===== src/rtl/gpio_rb_pkg.sv =====
package gpio_rb_pkg;

  localparam int unsigned ADDR_W = 2;

  // Offsets in units of the register width
  localparam logic [ADDR_W-1:0] OFS_DATA = 2'd0;
  localparam logic [ADDR_W-1:0] OFS_SET  = 2'd1;
  localparam logic [ADDR_W-1:0] OFS_CLR  = 2'd2;
  localparam logic [ADDR_W-1:0] OFS_DIR  = 2'd3;

  typedef enum logic [1:0] {
    WS_PLAIN   = 2'd0,
    WS_SETCLR  = 2'd1,
    WS_SETONLY = 2'd2
  } wr_style_e;

  typedef enum logic [1:0] {
    DS_NONE = 2'd0,
    DS_OUT  = 2'd1,
    DS_IN   = 2'd2
  } dir_style_e;

endpackage


===== src/rtl/gpio_rb_decode.sv =====
module gpio_rb_decode
  import gpio_rb_pkg::*;
#(
  parameter wr_style_e  WR_STYLE  = WS_SETCLR,
  parameter dir_style_e DIR_STYLE = DS_OUT
) (
  input  logic              wr_en,
  input  logic [ADDR_W-1:0] addr,
  output logic              stb_dat,
  output logic              stb_set,
  output logic              stb_clr,
  output logic              stb_dir
);

  localparam bit HAS_DAT_WR = (WR_STYLE == WS_PLAIN);
  localparam bit HAS_SET    = (WR_STYLE != WS_PLAIN);
  localparam bit HAS_CLR    = (WR_STYLE == WS_SETCLR);
  localparam bit HAS_DIR    = (DIR_STYLE != DS_NONE);

  // Only registers that exist for this build produce a strobe
  always_comb begin
    stb_dat = wr_en && (addr == OFS_DATA) && HAS_DAT_WR;
    stb_set = wr_en && (addr == OFS_SET)  && HAS_SET;
    stb_clr = wr_en && (addr == OFS_CLR)  && HAS_CLR;
    stb_dir = wr_en && (addr == OFS_DIR)  && HAS_DIR;
  end

  // a single address can select at most one register
  always_comb begin
    p_one_strobe_r10: assert ($onehot0({stb_dat, stb_set, stb_clr, stb_dir}))
      else $error("more than one register strobe");
  end

endmodule


===== src/rtl/gpio_rb_state.sv =====
module gpio_rb_state
  import gpio_rb_pkg::*;
#(
  parameter int unsigned WIDTH     = 32,
  parameter wr_style_e   WR_STYLE  = WS_SETCLR,
  parameter dir_style_e  DIR_STYLE = DS_OUT
) (
  input  logic             clk,
  input  logic             rst_n,
  input  logic             stb_dat,
  input  logic             stb_set,
  input  logic             stb_clr,
  input  logic             stb_dir,
  input  logic [WIDTH-1:0] wr_data,
  output logic [WIDTH-1:0] latch_q,
  output logic [WIDTH-1:0] dir_q
);

  // All lines start as inputs, whatever the polarity
  localparam logic [WIDTH-1:0] DIR_RST = (DIR_STYLE == DS_IN) ? '1 : '0;

  function automatic logic [WIDTH-1:0] next_latch(
    input logic [WIDTH-1:0] cur,
    input logic [WIDTH-1:0] wd,
    input logic dat, input logic set, input logic clr);
    logic [WIDTH-1:0] n;
    n = cur;
    if (WR_STYLE == WS_SETCLR) begin
      if (set) n = cur | wd;
      if (clr) n = n & ~wd;
    end else begin
      if (dat || set) n = wd;
    end
    return n;
  endfunction

  logic             latch_wr;
  logic [WIDTH-1:0] latch_d;

  assign latch_wr = stb_dat | stb_set | stb_clr;
  assign latch_d  = next_latch(latch_q, wr_data, stb_dat, stb_set, stb_clr);

  always_ff @(posedge clk or negedge rst_n) begin
    if (!rst_n) begin
      latch_q <= '0;
    end else if (latch_wr) begin
      latch_q <= latch_d;
    end
  end

  always_ff @(posedge clk or negedge rst_n) begin
    if (!rst_n) begin
      dir_q <= DIR_RST;
    end else if (stb_dir) begin
      dir_q <= wr_data;
    end
  end

  // set raises the written ones and keeps every other bit
  p_set_bits_r3: assert property (@(posedge clk) disable iff (!rst_n)
    (stb_set && WR_STYLE == WS_SETCLR) |=>
      (((latch_q & $past(wr_data)) == $past(wr_data)) &&
       ((latch_q & ~$past(wr_data)) == ($past(latch_q) & ~$past(wr_data)))))
    else $error("set write wrong");

  // clear lowers the written ones and keeps every other bit
  p_clr_bits_r4: assert property (@(posedge clk) disable iff (!rst_n)
    stb_clr |=>
      (((latch_q & $past(wr_data)) == '0) &&
       ((latch_q & ~$past(wr_data)) == ($past(latch_q) & ~$past(wr_data)))))
    else $error("clear write wrong");

  // the set-only register takes the whole word
  p_word_set_r5: assert property (@(posedge clk) disable iff (!rst_n)
    (stb_set && WR_STYLE == WS_SETONLY) |=> (latch_q == $past(wr_data)))
    else $error("whole-word set wrong");

  // no accepted write means no state change
  p_hold_idle_r10: assert property (@(posedge clk) disable iff (!rst_n)
    !(latch_wr || stb_dir) |=> ($stable(latch_q) && $stable(dir_q)))
    else $error("state changed without a write");

endmodule


===== src/rtl/gpio_rb_sync.sv =====
module gpio_rb_sync #(
  parameter int unsigned WIDTH = 32
) (
  input  logic             clk,
  input  logic             rst_n,
  input  logic [WIDTH-1:0] async_in,
  output logic [WIDTH-1:0] sync_out
);

  localparam int unsigned STAGES = 2;

  logic [WIDTH-1:0] stage_q [STAGES];

  for (genvar s = 0; s < STAGES; s++) begin : g_stage
    if (s == 0) begin : g_first
      always_ff @(posedge clk or negedge rst_n) begin
        if (!rst_n) stage_q[s] <= '0;
        else        stage_q[s] <= async_in;
      end
    end else begin : g_next
      always_ff @(posedge clk or negedge rst_n) begin
        if (!rst_n) stage_q[s] <= '0;
        else        stage_q[s] <= stage_q[s-1];
      end
    end
  end

  assign sync_out = stage_q[STAGES-1];

  // Assertion support: edges seen since reset, saturating at two
  logic [1:0] warm_q;
  always_ff @(posedge clk or negedge rst_n) begin
    if (!rst_n)             warm_q <= '0;
    else if (warm_q != 2'd2) warm_q <= warm_q + 2'd1;
  end

  // the output is the input of exactly two edges ago
  p_two_edge_delay_r9: assert property (@(posedge clk) disable iff (!rst_n)
    (warm_q == 2'd2) |-> (sync_out == $past(async_in, 2)))
    else $error("synchroniser delay wrong");

endmodule


===== src/rtl/gpio_regbank_ctl.sv =====
module gpio_regbank_ctl
  import gpio_rb_pkg::*;
#(
  parameter int unsigned WIDTH     = 32,
  parameter wr_style_e   WR_STYLE  = WS_SETCLR,
  parameter dir_style_e  DIR_STYLE = DS_OUT,
  parameter bit          MSB_FIRST = 1'b0
) (
  input  logic              clk,
  input  logic              rst_n,
  input  logic [ADDR_W-1:0] addr,
  input  logic              wr_en,
  input  logic [WIDTH-1:0]  wr_data,
  output logic [WIDTH-1:0]  rd_data,
  input  logic [WIDTH-1:0]  pin_in,
  output logic [WIDTH-1:0]  pin_out,
  output logic [WIDTH-1:0]  pin_oe
);

  // Register bit order <-> line order; the map is its own inverse
  function automatic logic [WIDTH-1:0] line_order(input logic [WIDTH-1:0] v);
    logic [WIDTH-1:0] r;
    for (int i = 0; i < WIDTH; i++) begin
      r[i] = MSB_FIRST ? v[WIDTH-1-i] : v[i];
    end
    return r;
  endfunction

  // Drive enable in register order from the direction register
  function automatic logic [WIDTH-1:0] drive_mask(input logic [WIDTH-1:0] d);
    logic [WIDTH-1:0] m;
    case (DIR_STYLE)
      DS_OUT:  m = d;
      DS_IN:   m = ~d;
      default: m = '1;
    endcase
    return m;
  endfunction

  logic             stb_dat, stb_set, stb_clr, stb_dir;
  logic [WIDTH-1:0] latch_q, dir_q, pins_sync;

  gpio_rb_decode #(
    .WR_STYLE (WR_STYLE),
    .DIR_STYLE(DIR_STYLE)
  ) u_decode (
    .wr_en  (wr_en),
    .addr   (addr),
    .stb_dat(stb_dat),
    .stb_set(stb_set),
    .stb_clr(stb_clr),
    .stb_dir(stb_dir)
  );

  gpio_rb_state #(
    .WIDTH    (WIDTH),
    .WR_STYLE (WR_STYLE),
    .DIR_STYLE(DIR_STYLE)
  ) u_state (
    .clk    (clk),
    .rst_n  (rst_n),
    .stb_dat(stb_dat),
    .stb_set(stb_set),
    .stb_clr(stb_clr),
    .stb_dir(stb_dir),
    .wr_data(wr_data),
    .latch_q(latch_q),
    .dir_q  (dir_q)
  );

  gpio_rb_sync #(
    .WIDTH(WIDTH)
  ) u_sync (
    .clk     (clk),
    .rst_n   (rst_n),
    .async_in(pin_in),
    .sync_out(pins_sync)
  );

  assign pin_out = line_order(latch_q);
  assign pin_oe  = line_order(drive_mask(dir_q));

  always_comb begin
    case (addr)
      OFS_DATA: rd_data = line_order(pins_sync);
      OFS_SET:  rd_data = (WR_STYLE == WS_SETONLY) ? latch_q : '0;
      OFS_DIR:  rd_data = (DIR_STYLE != DS_NONE) ? dir_q : '0;
      default:  rd_data = '0;
    endcase
  end

  // a direction write lands on the enables in the chosen polarity and order
  p_dir_apply_r6: assert property (@(posedge clk) disable iff (!rst_n)
    stb_dir |=> (pin_oe == line_order((DIR_STYLE == DS_IN) ? ~$past(wr_data)
                                                           : $past(wr_data))))
    else $error("direction write not applied to pin_oe");

  // a latch write shows on pin_out whatever the line direction
  p_latch_visible_r11: assert property (@(posedge clk) disable iff (!rst_n)
    (stb_dat || (stb_set && WR_STYLE == WS_SETONLY)) |=> (pin_out == line_order($past(wr_data))))
    else $error("latch write not visible on pin_out");

endmodule


===== config.mk =====
export PLATFORM = sky130hd
export DESIGN_NAME = gpio_regbank_ctl
export DESIGN_NICKNAME = d
export VERILOG_FILES = /design/src/rtl/gpio_rb_pkg.sv /design/src/rtl/gpio_rb_decode.sv /design/src/rtl/gpio_rb_state.sv /design/src/rtl/gpio_rb_sync.sv /design/src/rtl/gpio_regbank_ctl.sv
export SDC_FILE = /design/constraint.sdc
export NUM_CORES = 1
export LEC_CHECK = 0
export ABC_AREA = 1
export BUFFER_PORTS_ARGS = -buffer_cell sky130_fd_sc_hd__buf_2
export CAP_MARGIN = 20
export CORE_ASPECT_RATIO = 1.1
export CORE_UTILIZATION = 30
export CTS_CLUSTER_DIAMETER = 60
export CTS_CLUSTER_SIZE = 20
export DETAILED_ROUTE_END_ITERATION = 7
export SYNTH_ARGS = -nofsm -noshare
export SYNTH_HDL_FRONTEND = slang
export SYNTH_HIERARCHICAL = 1
export SYNTH_SLANG_ARGS = --single-unit
export TNS_END_PERCENT = 50

===== constraint.sdc =====
create_clock -name clk -period 2.6 [get_ports clk]
set_clock_uncertainty 0.1 [all_clocks]
set_input_delay 0.26 -clock clk [delete_from_list [all_inputs] [get_ports clk]]
set_output_delay 0.26 -clock clk [all_outputs]
set_load 0.02 [all_outputs]

After elaboration in Yosys (flattened, before gate mapping):

Cells that the tools add are included.
W data, S select, Z words.

* equal/unequal tests: 3
* muxes and demuxes: 3
* bitwise operators: 4
* reduce and logical (&&, ||, !) cells: 4

Operators by type and width (number)
* $mux W32: 2
* $pmux W32 S2: 1
* $and A32 B32 Y32: 1
* $not A32 Y32: 1
* $or A32 B32 Y32: 1
* $eq A2 B2 Y1 const B: 2
* $logic_and A1 B1 Y1: 3
* $eq A2 B1 Y1 const B: 1
* $logic_not A2 Y1: 1
* $or A1 B1 Y1: 1

* register bits after elaboration: 128
* input bits: 69
* output and inout bits: 96
* word-level logic and storage cells: 18

Logic depth before layout (Yosys ltp):

* word-level depth: 5
* mapped depth: 7
* gate-level depth less buffers: 6

Modules after synthesis:

Netlist, hierarchy kept.

Modules (own cells, without submodules)
* gpio_rb_state: instances 1, cells each 365, area each 2829.0 um2, seq. area each 1601.5 um2
* gpio_rb_sync: instances 1, cells each 96, area each 1841.8 um2, seq. area each 1601.5 um2
* gpio_regbank_ctl: instances 1, cells each 109, area each 608.1 um2, seq. area each 0.0 um2
* gpio_rb_decode: instances 1, cells each 8, area each 33.8 um2, seq. area each 0.0 um2

Least setup slack after synthesis:

Ideal clock, no wire load.

* path kind: input-to-output
* start point: input addr[0]
* end point: output rd_data[30]
* data arrival time: 1.175 ns
* data required time: 2.240 ns
* slack: 1.065 ns
* stages on the path: 4
* path buffers: 1
* path through: inv_1 ha_1 buf_2 a21oi_1

* longest elaborated chain between the ends: 2
* elaborated cells on any way between the ends: 3
* classes of those cells: 1 x eq/ne; 1 x mux; 1 x reduce/logical

RTL lines
* from (decl): line gpio_regbank_ctl.sv:11 `input logic [ADDR_W-1:0] addr,`
* $eq A2 B2 Y1 or $logic_not A2 Y1 (tied branches): line gpio_regbank_ctl.sv:84 `case (addr)`
* $pmux W32 S2 *: line gpio_regbank_ctl.sv:84
* to (decl): line gpio_regbank_ctl.sv:14 `output logic [WIDTH-1:0] rd_data,`

Every way passes the cells marked *; elsewhere a longest branch is shown, timed or not.

Worst setup path in the final report:

* start point: input addr[1]
* end point: output rd_data[27]

The elaborated chain is that of the path after synthesis.

==> out/qor.csv <==
stage,metric,value,unit
run_status,status,completed,
synthesis,Mapped Avg Cell Area,9.20,um2
clocking,total CTS buffers,17,
sta,max-slew violations,0,
clocking,CTS Buffer Depth,2,
floorplanning,io pins,165,
clocking,clk slew on worst S/H paths,0.05,ns
power,Cell Pwr Density,779,mW/mm2
cells_and_area,Nets,849,
place,gpl congestion,0.715,
sta,Tmin final,2.06,ns
drt,post-detailed-route count of antenna-violating nets,0,
worst_setup_path,crit path max fanout,25,
clocking,htree depth,4,
power,Peak supply drop,445,uV
power,Static Leak,3.81,nW
floorplanning,Die Span X,129,um
sta,final hold violations,0,
sta,final setup violating endpoints,0,
floorplanning,row count,50,
sta,final period utilization,79.4,%
min_path,hold crit path type,input port to register,
clocking,Clock Latency Late Sink,0.41,ns
worst_setup_path,kind of critical path,input port to output pin,
cells_and_area,Final Non-Filler Cells,1024,
floorplanning,Core ar.,0.0171,mm2
place,PortBufs,164,
global_routing,Top Usage Layer GRT,met2,
drt,DR iter-0 viols,168,
sta,Sum Neg Setup Slack,0,ns
synthesis,gate count after technology mapping,576,
clocking,TritonCTS clock tree,yes,
global_routing,met1 usage,18.9,%
global_routing,grt met3 use,5.28,%
sta,FMAX,484,MHz
drt,routed wire length,13.0,mm
floorplanning,Die H,141,um
clocking,CTS Root Cell,clkbuf_16,
sta,Slew HR,55.9,%
cells_and_area,area of the multi-input gates,0.00134,mm2
cells_and_area,register area,0.00320,mm2
drt,WL/cell,12.7,um
worst_setup_path,Setup crit end kind,output pin,
run,Max Cap Viol,0,
worst_setup_path,WP data arrival,1.70,ns
place,dpl cells,931,
global_routing,total gr overflow,0,
global_routing,first-pass GRT wire length,21.0,mm
synthesis,"Cell Area, Synth",0.00530,mm2
clocking,CTS Sinks,128,
floorplanning,full die area,0.0182,mm2
worst_setup_path,critical path launch point type,input port,
worst_setup_path,Critical Path RT,2.24,ns
drt,TritonRoute pass-1 iters,6,
global_routing,largest net degree at the start of global routing,69,
global_routing,initial antenna violation count,2,
global_routing,vias in the first global route,4102,
cells_and_area,share of cells above drive strength 1,29.8,%
floorplanning,starting density of the core,30.9,%
drt,post-DR vias/cell,3.97,
synthesis,Synth Net Count,647,
global_routing,met2 Track Usage GR,25.1,%
cells_and_area,final instance area,0.00735,mm2
global_routing,total track usage,15.4,%
clocking,post-cts resize count,0,
drt,# DRC,0,
place,Post-DP HPWL,8.51,mm
place,area post-placement,0.00617,mm2
sta,RSZ-0062 raised after global routing,no,
sta,Slew @ Worst Pin,0.661,ns
cells_and_area,Fillers,1741,
cells_and_area,Area Overhead vs Synth,38.7,%
synthesis,synth warn,6,
drt,via count,4064,
-- stage by stage --
stage                     worst slack, ns  total power, mW  hold slack [ns]  utilization (%)
after detailed placement            0.526             3.41            0.208             36.0
after global routing                0.441             6.04          0.00532             42.9
after CTS                           0.526             5.81         0.000412             42.9
after global placement              0.546             3.40            0.204             36.0
final                               0.536             5.73           0.0115             42.9
after floorplan                      1.07             3.01           -0.136                -
-- sequential cells by signal (all words and copies together), names as in the netlist --
| signal | count |
|---|---|
| u_state/dir_q | 32 |
| u_sync/stage_q | 32 |
| u_sync/sync_out | 32 |
| u_state/latch_q | 32 |
-- critical path: stages --
cell     delay, ns
buf_2         0.14
inv_1         0.07
ha_2          0.61
buf_4         0.26
nand2_1       0.07
a21oi_2       0.12
buf_2         0.17
-- layout by cell type, fill, tap and decap left out, drive strengths merged --
cell / n
a21oi: 32
o21ai: 32
inv: 99
buf: 175
clkbuf: 23
dlygate4sd3: 62
ha: 2
bufinv: 2
diode: 1
clkinv: 5
dfrtp: 128
nor2: 3
nand2: 226
-- where the power goes --
part | leakage (nW) | switching, mW | internal [mW] | total [mW]
sequential | 1.51 | 0.136 | 2.23 | 2.36
combinational | 2.02 | 0.692 | 0.394 | 1.09
clock | 0.282 | 0.812 | 1.47 | 2.28
-- final timing paths --
check,start,endpoint,slack [ns],depth (start not counted)
min,wr_data[15],u_state/dir_q[15],0.01,3
max in group asynchronous,rst_n,u_state/latch_q[24],1.36,3
min in group asynchronous,rst_n,u_sync/stage_q[39],0.32,2
max reg2reg,u_state/latch_q[12],u_state/latch_q[12],1.81,4
max,addr[1],rd_data[27],0.54,7
min reg2reg,u_sync/stage_q[62],u_sync/sync_out[30],0.24,0
-- routing by layer --
layer / vias to the layer above / share of wire [%] / routed length (um)
li1: 2069 / - / -
met1: 1871 / 44 / 5750
met2: 107 / 49 / 6340
met3: 15 / 5.7 / 745
met4: 2 / 1.4 / 178
met5: - / 0.10 / 13
-- repair_timing --
| action | CTS | global route |
|---|---|---|
| setup buffers | 0 | 0 |
| hold endpoints to repair | 134 | 0 |
| hold buffers | 62 | 0 |
-- final cells by class --
type                            instances  share of cell area (%)
Antenna cell                            1                  0.0340
Clock buffer                           23                    6.50
Clock inverter                          7                    1.16
Inverter                               99                    5.05
Multi-Input combinational cell        295                    18.2
Sequential cell                       128                    43.6
Tap cell                              234                    3.98
Timing Repair Buffer                  237                    21.5
No activity file was read; power rests on OpenSTA's default activity.
